`src/rtl/tcc_pkg.sv`:
```
package tcc_pkg;
    localparam int CREDIT_W = 36;
    localparam int HDR_W    = 3;
    localparam int DAT_W    = 12;
    localparam int NPD_W    = 3;
    localparam int LEN_W    = 11;
    localparam int NEED_W   = LEN_W - 1;
    localparam int NUM_CLS  = 3;

    typedef enum logic [1:0] {
        CLS_POSTED  = 2'd0,
        CLS_NONPOST = 2'd1,
        CLS_CPL     = 2'd2,
        CLS_RSVD    = 2'd3
    } tcc_class_e;

    // MSB-first layout gives the bit positions the credit word uses
    typedef struct packed {
        logic [DAT_W-1:0] cpl_dat;
        logic [HDR_W-1:0] cpl_hdr;
        logic [NPD_W-1:0] np_dat;
        logic [HDR_W-1:0] np_hdr;
        logic [DAT_W-1:0] p_dat;
        logic [HDR_W-1:0] p_hdr;
    } tcc_credit_s;

    typedef struct packed {
        tcc_credit_s cred;
        logic        np_bonus;
    } tcc_state_s;
endpackage

```
`src/rtl/tcc_need_calc.sv`:
```
module tcc_need_calc
    import tcc_pkg::*;
#(
    parameter int LW = LEN_W,
    parameter int NW = NEED_W
) (
    input  logic          has_data,
    input  logic [LW-1:0] len_dw,
    output logic [NW-1:0] need
);
    logic [LW:0] rounded;

    always_comb begin
        rounded = {1'b0, len_dw} + (LW+1)'(3);
        need    = has_data ? NW'(rounded >> 2) : '0;
    end
endmodule

```
`src/rtl/tcc_field_ok.sv`:
```
module tcc_field_ok #(
    parameter int FW        = 3,
    parameter int NW        = 10,
    parameter bit CAPPABLE  = 1'b0,
    parameter int CAP_LEVEL = 6
) (
    input  logic [FW-1:0] avail,
    input  logic [NW-1:0] need,
    input  logic          cap_mode,
    output logic          ok
);
    localparam int XW = (FW > NW) ? FW : NW;

    logic [XW-1:0] avail_x;
    logic [XW-1:0] need_x;
    logic          unlimited;
    logic          capped;

    always_comb begin
        avail_x   = XW'(avail);
        need_x    = XW'(need);
        unlimited = &avail;
        capped    = CAPPABLE && cap_mode && (avail_x >= XW'(CAP_LEVEL));
        ok        = (need_x == '0) || unlimited || capped || (need_x <= avail_x);
    end
endmodule

```
`src/rtl/tx_credit_gate.sv`:
```
module tx_credit_gate
    import tcc_pkg::*;
#(
    parameter int CAP_LEVEL = 6
) (
    input  logic                clk,
    input  logic                rst_n,
    input  logic [CREDIT_W-1:0] credit_word,
    input  logic                np_cap_mode,
    input  logic [1:0]          pkt_class,
    input  logic                pkt_has_data,
    input  logic [LEN_W-1:0]    pkt_len_dw,
    input  logic                pkt_issue,
    input  logic                cpl_return,
    output logic                grant
);
    tcc_state_s        state_d, state_q;
    logic [NEED_W-1:0] data_need;
    logic [HDR_W-1:0]  hdr_field [NUM_CLS];
    logic [NUM_CLS-1:0] hdr_ok;
    logic [NUM_CLS-1:0] dat_ok;

    // next-state logic
    always_comb begin
        state_d      = state_q;
        state_d.cred = tcc_credit_s'(credit_word);
        if (cpl_return) begin
            state_d.np_bonus = 1'b1;
        end else if (pkt_issue && (pkt_class == CLS_NONPOST)) begin
            state_d.np_bonus = 1'b0;
        end
    end

    always_ff @(posedge clk or negedge rst_n) begin
        if (!rst_n) begin
            state_q <= '0;
        end else begin
            state_q <= state_d;
        end
    end

    tcc_need_calc u_need (
        .has_data (pkt_has_data),
        .len_dw   (pkt_len_dw),
        .need     (data_need)
    );

    // header fields; a returned completion stands in for an empty non-posted one
    always_comb begin
        hdr_field[CLS_POSTED]  = state_q.cred.p_hdr;
        hdr_field[CLS_NONPOST] = ((state_q.cred.np_hdr == '0) && state_q.np_bonus)
                                 ? HDR_W'(1) : state_q.cred.np_hdr;
        hdr_field[CLS_CPL]     = state_q.cred.cpl_hdr;
    end

    for (genvar c = 0; c < NUM_CLS; c++) begin : g_cls
        tcc_field_ok #(
            .FW        (HDR_W),
            .NW        (1),
            .CAPPABLE  (c == CLS_NONPOST),
            .CAP_LEVEL (CAP_LEVEL)
        ) u_hdr (
            .avail    (hdr_field[c]),
            .need     (1'b1),
            .cap_mode (np_cap_mode),
            .ok       (hdr_ok[c])
        );

        if (c == CLS_NONPOST) begin : g_narrow
            tcc_field_ok #(
                .FW        (NPD_W),
                .NW        (NEED_W),
                .CAPPABLE  (1'b1),
                .CAP_LEVEL (CAP_LEVEL)
            ) u_dat (
                .avail    (state_q.cred.np_dat),
                .need     (data_need),
                .cap_mode (np_cap_mode),
                .ok       (dat_ok[c])
            );
        end else begin : g_wide
            tcc_field_ok #(
                .FW        (DAT_W),
                .NW        (NEED_W),
                .CAPPABLE  (1'b0),
                .CAP_LEVEL (CAP_LEVEL)
            ) u_dat (
                .avail    ((c == CLS_POSTED) ? state_q.cred.p_dat : state_q.cred.cpl_dat),
                .need     (data_need),
                .cap_mode (np_cap_mode),
                .ok       (dat_ok[c])
            );
        end
    end

    always_comb begin
        unique case (pkt_class)
            CLS_POSTED:  grant = hdr_ok[CLS_POSTED]  && dat_ok[CLS_POSTED];
            CLS_NONPOST: grant = hdr_ok[CLS_NONPOST] && dat_ok[CLS_NONPOST];
            CLS_CPL:     grant = hdr_ok[CLS_CPL]     && dat_ok[CLS_CPL];
            default:     grant = 1'b0;
        endcase
    end
endmodule

```
`config.mk`:
```
export PLATFORM = sky130hd
export DESIGN_NAME = tx_credit_gate
export DESIGN_NICKNAME = d
export VERILOG_FILES = /design/src/rtl/tcc_pkg.sv /design/src/rtl/tcc_need_calc.sv /design/src/rtl/tcc_field_ok.sv /design/src/rtl/tx_credit_gate.sv
export SDC_FILE = /design/constraint.sdc
export NUM_CORES = 1
export LEC_CHECK = 0
export ABC_AREA = 0
export BUFFER_PORTS_ARGS = -buffer_cell sky130_fd_sc_hd__buf_2
export CAP_MARGIN = 20
export CORE_MARGIN = 8
export CORE_UTILIZATION = 51
export DETAILED_ROUTE_END_ITERATION = 8
export PLACE_DENSITY = 0.75
export SYNTH_ARGS = -nofsm -noshare
export SYNTH_HDL_FRONTEND = slang
export SYNTH_SLANG_ARGS = --single-unit
```
`constraint.sdc`:
```
create_clock -name clk -period 2.7 [get_ports clk]
set_input_delay 0.135 -clock clk [delete_from_list [all_inputs] [get_ports clk]]
set_output_delay 0.135 -clock clk [all_outputs]
set_load 0.03 [all_outputs]
```
==> flow_metrics.env, run 1 <==
export IMPL_status="completed"
export IMPL_power_switching_w=0.000297
export IMPL_dp_hpwl_um=3350
export IMPL_synth_top_cell_area_share_pct=50.4
export IMPL_drt_iter0_markers=83
export IMPL_setup_viol=0
export IMPL_clk_latency_ns=0.32
export IMPL_cts_buffers=5
export IMPL_synth_cell_types=33
export IMPL_critical_path_class="primary input to primary output"
export IMPL_final_nets=368
export IMPL_die_y_um=76.0
export IMPL_synth_avg_cell_area_um2=10.9
export IMPL_clk_pin_slew_ns=0.10
export IMPL_cts_buffer_depth=2
export IMPL_clockRootBuffer="clkbuf_4"
export IMPL_io_pins=56
export IMPL_cp_max_fo=4
export IMPL_first_pass_iters=5
export IMPL_antenna_found_initial=0
export IMPL_crit_end="grant"
export IMPL_synth_ff_type="dfrtp_1"
export IMPL_internal_power_w=0.000832
export IMPL_startpoint_type="primary input"
export IMPL_post_route_drc_count=0
export IMPL_grt_max_degree=38
export IMPL_drv_slew=0
export IMPL_final_common_cell="buf_2"
export IMPL_required_ns=2.57
export IMPL_ys_seq_area_share_pct=50.4
export IMPL_diodes=0
export IMPL_arrival_ns=2.56
export IMPL_p_per_area_nw_per_um2=401
export IMPL_overflow=0
export IMPL_synth_edf_count=0
export IMPL_syn_inst=168
export IMPL_fin_tns_setup_ns=0
export IMPL_cts_setup_buffers=0
export IMPL_netlist_area_um2=1840
export IMPL_rows=21
export IMPL_fin_crit_sh_pct=99.9
export IMPL_p_leak_nw=1.44
export IMPL_grt_pass1_wl_um=8180
export IMPL_r2r_cells=1
export IMPL_gp_congestion=0.823
export IMPL_grt_usage_pct=17.2
export IMPL_yosys_top_cells_area="dfrtp_1 (50%), ha_1 (16%), inv_1 (4.7%)"
export IMPL_area_growth_pct=53.6
export IMPL_switching_share_pct=26.3
export IMPL_critPathLaunch="pkt_len_dw[0]"
export IMPL_async_flop_share_pct=100
export IMPL_combPwrFrac_pct=23.9
export IMPL_max_cap_violations=0
export IMPL_grt_setup_unrepaired="yes"
export IMPL_fmax_mhz=371
export IMPL_start_util_pct=54.2
export IMPL_syn_nets=246
export IMPL_core_area_um2=3390
export IMPL_peakVddDrop_mv=0.307
export IMPL_vias=1689
export IMPL_wl_per_cell_um=14.7
export IMPL_synth_warnings=0
export IMPL_crit_path_end_kind="primary output"
export IMPL_drive_gt1_share_pct=31.6
export IMPL_ctsHtreeMaxLevel=2
export IMPL_fin_skew_ns=0
export IMPL_most_common_layout_cells="buf_2 (54), dlygate4sd3_1 (38), dfrtp_1 (37)"
export IMPL_ant_nets=0
export IMPL_r2r_slack_ns=2.03
export IMPL_period_minus_slack_ns=2.70
export IMPL_r2r_start="state_q[0]$_DFFE_PN0P_"
export IMPL_post_route_util_pct=83.2
export IMPL_cts_tree="built"
export IMPL_drt_wl_total_um=4950
export IMPL_worst_slew_pin_slew_ns=0.795
export IMPL_ys_seq_elements=37
export IMPL_clock_sinks=37
export IMPL_hold_class="primary input to flip-flop"
export IMPL_r2r_end="state_q[0]$_DFFE_PN0P_"
export IMPL_synth_top_cell_by_area="dfrtp_1"
export IMPL_io_buffers=55
export IMPL_via_per_inst=5.01
export IMPL_dieArea_um2=5770
export IMPL_slew_limit_headroom_pct=47.0
export IMPL_finalHoldViolCount=0
export IMPL_grt_pass1_vias=1812
export IMPL_die_width_um=76.0
export IMPL_clkPwrFrac_pct=23.6
export IMPL_pwr_share_seq_pct=52.4
-- per-stage QoR --
stage                     cells  hold WS (ns)  worst slack, ns  cell area, um^2  total power, W
final                       337        0.0846          0.00155             2820         0.00113
after global routing        337        0.0972          -0.0902             2820         0.00119
after CTS                   337        0.0635          0.00803             2790         0.00113
after detailed placement    291         0.244           -0.228             2340        0.000814
after global placement      291         0.243           -0.175             2340        0.000809
after floorplan             168        -0.161           0.0490             1840        0.000700
-- how the worst min path moves through the flow --
stage / slack, ns / cells after the start / start / end
after floorplan: -0.16 / 0 / rst_n / hdr_field[0]$_DFF_PN0_
after global placement: 0.24 / 1 / credit_word[22] / hdr_field[1]$_DFF_PN0_
after detailed placement: 0.24 / 1 / credit_word[16] / state_q[17]$_DFF_PN0_
after CTS: 0.06 / 3 / pkt_issue / state_q[0]$_DFFE_PN0P_
after global routing: 0.1 / 3 / pkt_issue / state_q[0]$_DFFE_PN0P_
final: 0.08 / 3 / pkt_issue / state_q[0]$_DFFE_PN0P_
-- power groups by stage --
stage / clock network (W) / registers [W] / logic, W
after floorplan: 0 / 0.000600 / 0.000100
after global placement: 0 / 0.000602 / 0.000207
after detailed placement: 0 / 0.000603 / 0.000211
after CTS: 0.000275 / 0.000591 / 0.000260
after global routing: 0.000294 / 0.000595 / 0.000300
final: 0.000267 / 0.000592 / 0.000270
-- cells by family after synthesis --
logic type | synth area share [%]
AO/OA/AOI/OAI | 12.2
XOR/XNOR | 3.82
adder cells (fa/ha/maj) | 15.7
buffers and inverters | 4.91
flip-flops | 50.4
AND/OR/NAND/NOR | 13.0
-- layer usage --
metal  GRT usage [%]  routed length [um]
met1            18.2                1970
met2            31.6                2590
met3            6.01                 359
met4            3.53                  36
met5               0                   0
-- what timing repair did --
item | 4_1_cts | 5_1_grt
pin swaps | 4 | 0
gates resized for setup | 5 | 4
endpoints found under the hold margin | 74 | 0
endpoints found under the setup margin | 1 | 1
hold buffers | 38 | 0
-- registers in the layout (all words and copies together) (netlist names) --
register,count
state_q,31
hdr_field,6
-- synthesized netlist by cell type, drive strengths merged, types with 2 or more instances --
library cell  count
a211oi            3
a21o              3
a21oi             4
and2              7
dfrtp            37
ha               23
inv              23
nand2             7
nand3             8
nor2             11
nor2b             4
nor3              3
nor4              2
o211ai            5
o21a              2
o21ai             2
o41ai             2
or4               2
xnor2             6
xor2              2
-- critical path, cell delays in order --
cell       delay [ns]
buf_2            0.11
o2111ai_4        0.14
nor2_2           0.17
nand3_1          0.12
xnor2_1          0.14
and2_1           0.18
ha_1             0.31
nand3_2          0.08
nor4_1           0.05
o41ai_1          0.26
o221ai_1         0.19
or4_4            0.52
buf_6            0.16
-- area by class of cell --
| cell class | count | area, um^2 |
|---|---|---|
| Timing Repair Buffer | 116 | 835 |
| Tap cell | 46 | 57.6 |
| Fill cell | 208 | 571 |
| Clock inverter | 2 | 10.0 |
| Sequential cell | 37 | 926 |
| Clock buffer | 6 | 41.3 |
| Multi-Input combinational cell | 107 | 863 |
| Inverter | 23 | 86.3 |
Note: power is estimated with default switching activity, not from simulation.
==> run 2: changes to the inputs <==
--- a/config.mk
+++ b/config.mk
@@ -9,9 +9,10 @@
 export BUFFER_PORTS_ARGS = -buffer_cell sky130_fd_sc_hd__buf_2
 export CAP_MARGIN = 20
 export CORE_MARGIN = 8
-export CORE_UTILIZATION = 51
+export CORE_UTILIZATION = 52
 export DETAILED_ROUTE_END_ITERATION = 8
 export PLACE_DENSITY = 0.75
 export SYNTH_ARGS = -nofsm -noshare
 export SYNTH_HDL_FRONTEND = slang
+export SYNTH_HIERARCHICAL = 1
 export SYNTH_SLANG_ARGS = --single-unit
==> flow_metrics.env, run 2 <==
export IMPL_status="completed"
export IMPL_crit_buf_inv=2
export IMPL_cp_max_fo=5
export IMPL_ys_seq_elements=37
export IMPL_antenna_found_initial=0
export IMPL_crit_chain="buf_2 > o2111ai_4 > or4_4 > a21oi_4 > ha_1 > and4_1 > nand4_1 > a21oi_1 > o21bai_1 > nand4bb_1 > nand3_1 > buf_4"
export IMPL_power_switching_w=0.000347
export IMPL_critical_path_top_delay_family="simple AND/OR/NAND/NOR gates"
export IMPL_gp_congestion=0.867
export IMPL_most_common_layout_cells="buf_2 (54), dfrtp_1 (37), dlygate4sd3_1 (37)"
export IMPL_grt_max_degree=38
export IMPL_start_util_pct=52.8
export IMPL_critical_path_max_stage_delay_ns=0.55
export IMPL_core_area_um2=3880
export IMPL_setup_viol=0
export IMPL_io_buffers=55
export IMPL_critical_path_class="primary input to primary output"
export IMPL_syn_inst=198
export IMPL_drt_wl_total_um=5850
export IMPL_dp_hpwl_um=3640
export IMPL_worst_slew_pin_slew_ns=0.771
export IMPL_synth_top_cell_area_share_pct=45.2
export IMPL_cts_buffer_depth=2
export IMPL_netlist_area_um2=2050
export IMPL_period_minus_slack_ns=2.62
export IMPL_combPwrFrac_pct=19.6
export IMPL_clock_sinks=37
export IMPL_top_register="state_q"
export IMPL_clk_latency_ns=0.29
export IMPL_final_cell_area_um2=2980
export IMPL_slew_limit_headroom_pct=48.6
export IMPL_switching_share_pct=25.4
export IMPL_fmax_mhz=382
export IMPL_largest_register_ffs=31
export IMPL_clk_pin_slew_ns=0.07
export IMPL_p_per_area_nw_per_um2=458
export IMPL_finalHoldViolCount=0
export IMPL_ctsHtreeMaxLevel=2
export IMPL_ant_nets=0
export IMPL_cts_tree="built"
export IMPL_post_route_util_pct=76.7
export IMPL_arrival_ns=2.48
export IMPL_multi_input_area_um2=1070
export IMPL_ys_seq_area_share_pct=45.2
export IMPL_die_y_um=78.8
export IMPL_final_nets=385
export IMPL_die_width_um=78.8
export IMPL_grt_usage_pct=18.9
export IMPL_drive_gt1_share_pct=26.9
export IMPL_drv_slew=0
export IMPL_post_route_drc_count=0
export IMPL_post_dp_cell_area_um2=2430
export IMPL_rows=23
export IMPL_internal_power_w=0.00102
export IMPL_busiest_layer="met2"
export IMPL_area_growth_pct=45.5
export IMPL_yosysMostFrequentCell="dfrtp_1"
export IMPL_startpoint_type="primary input"
export IMPL_grt_pass1_vias=2034
export IMPL_via_per_inst=5.45
export IMPL_pwr_share_seq_pct=43.8
export IMPL_yosys_top_cells_area="dfrtp_1 (45%), ha_1 (16%), inv_1 (5.3%)"
export IMPL_final_common_cell="buf_2"
export IMPL_fin_skew_ns=0
export IMPL_drt_iter0_markers=102
export IMPL_peakVddDrop_mv=0.496
export IMPL_async_flop_share_pct=100
export IMPL_required_ns=2.57
export IMPL_yosys_top_cells_count="dfrtp_1 (37), inv_1 (29), ha_1 (26)"
export IMPL_synth_ff_type="dfrtp_1"
export IMPL_fillers=260
export IMPL_cts_buffers=5
export IMPL_synth_avg_cell_area_um2=10.4
export IMPL_clockRootBuffer="clkbuf_8"
export IMPL_cp_slowest_cell="or4_4"
export IMPL_synth_cell_types=38
export IMPL_io_pins=56
export IMPL_clkPwrFrac_pct=36.5
export IMPL_hold_class="primary input to flip-flop"
export IMPL_grt_pass1_wl_um=9250
export IMPL_dieArea_um2=6210
export IMPL_first_pass_iters=4
export IMPL_overflow=0
export IMPL_grt_use_met3_pct=6.55
export IMPL_synth_warnings=6
export IMPL_diodes=0
export IMPL_crit_path_end_kind="primary output"
export IMPL_fin_hold_ws_ns=0.0225
export IMPL_synth_top_cell_by_area="dfrtp_1"
export IMPL_synth_edf_count=0
export IMPL_max_cap_violations=0
export IMPL_wl_per_cell_um=16.5
export IMPL_p_leak_nw=1.47
export IMPL_grt_util_met1_pct=19.8
export IMPL_fin_crit_sh_pct=96.9
export IMPL_use_met2_pct=34.4
export IMPL_vias=1934
export IMPL_seqCellArea_um2=926
==> run 2: changes by cell type after synthesis, moves of 5 or more <==
cell | before | now
o21ai_0 | 2 | 7
inv_1 | 23 | 29
xnor2_1 | 6 | 1
and2_1 | 7 | 0
a21oi_1 | 4 | 11
nand4_1 | 1 | 10
==> run 2: kinds of logic after synthesis <==
family	synth area share, %
DFF	45.2
and+or+nand+nor	17.3
adders and majority gates	15.9
muxes	0.488
buffers and inverters	5.68
AOI/OAI and AO/OA	14.0
other	0.183
xor gates and xnor gates	1.28
==> run 2: layout make-up <==
type                       instances  area share, %
inverter                          29           3.65
timing repair buffer              98           23.2
clock buffer                       6           2.77
sequential                        37           31.1
multi-input combinational        133           35.9
clock inverter                     2           1.26
tap                               50           2.10
==> run 2: path summary, 6_finish.rpt <==
path                                             start                endpoint  slack (ns)  cells past startpoint
worst max-delay path                     pkt_len_dw[1]                   grant        0.08                     12
worst min-delay path                        cpl_return  state_q[0]$_DFFE_PN0P_        0.02                      2
worst max register to register  state_q[0]$_DFFE_PN0P_  state_q[0]$_DFFE_PN0P_        2.05                      1
worst min register to register  state_q[0]$_DFFE_PN0P_  state_q[0]$_DFFE_PN0P_        0.50                      1
max in group asynchronous                        rst_n   state_q[18]$_DFF_PN0_        1.77                      2
min in group asynchronous                        rst_n    state_q[8]$_DFF_PN0_        0.45                      2
==> run 2: through the flow <==
step           power (W)  std cells  TNS, ns  setup slack, ns
2_1_floorplan   0.000716        200        0            0.278
3_3_place_gp    0.000805        309  -0.0400          -0.0400
3_5_place_dp    0.000812        309  -0.0709          -0.0709
4_1_cts          0.00135        354        0           0.0259
5_1_grt          0.00143        355  -0.0123          -0.0123
6_report         0.00137        355        0           0.0846
==> run 2: what timing repair did <==
item | CTS | global route
setup buffers | 0 | 0
gates cloned | 0 | 1
endpoints found under the setup margin | 1 | 1
hold buffers | 37 | 0
hold endpoints to repair | 73 | 0
pin swaps | 0 | 3
gates resized for setup | 1 | 10
==> run 2: per-layer routing <==
metal  wire (um)  up-vias
met1        2210      932
met3         385        7
met5           0        -
met4          42        0
li1            -      930
met2        3210       65
==> run 2: power groups by stage <==
| stage | Combinational, W | Clock [W] | Sequential, W |
|---|---|---|---|
| after floorplan | 0.000114 | 0 | 0.000603 |
| after global placement | 0.000200 | 0 | 0.000606 |
| after detailed placement | 0.000205 | 0 | 0.000607 |
| after CTS | 0.000248 | 0.000505 | 0.000596 |
| after global routing | 0.000299 | 0.000528 | 0.000601 |
| final | 0.000268 | 0.000499 | 0.000598 |
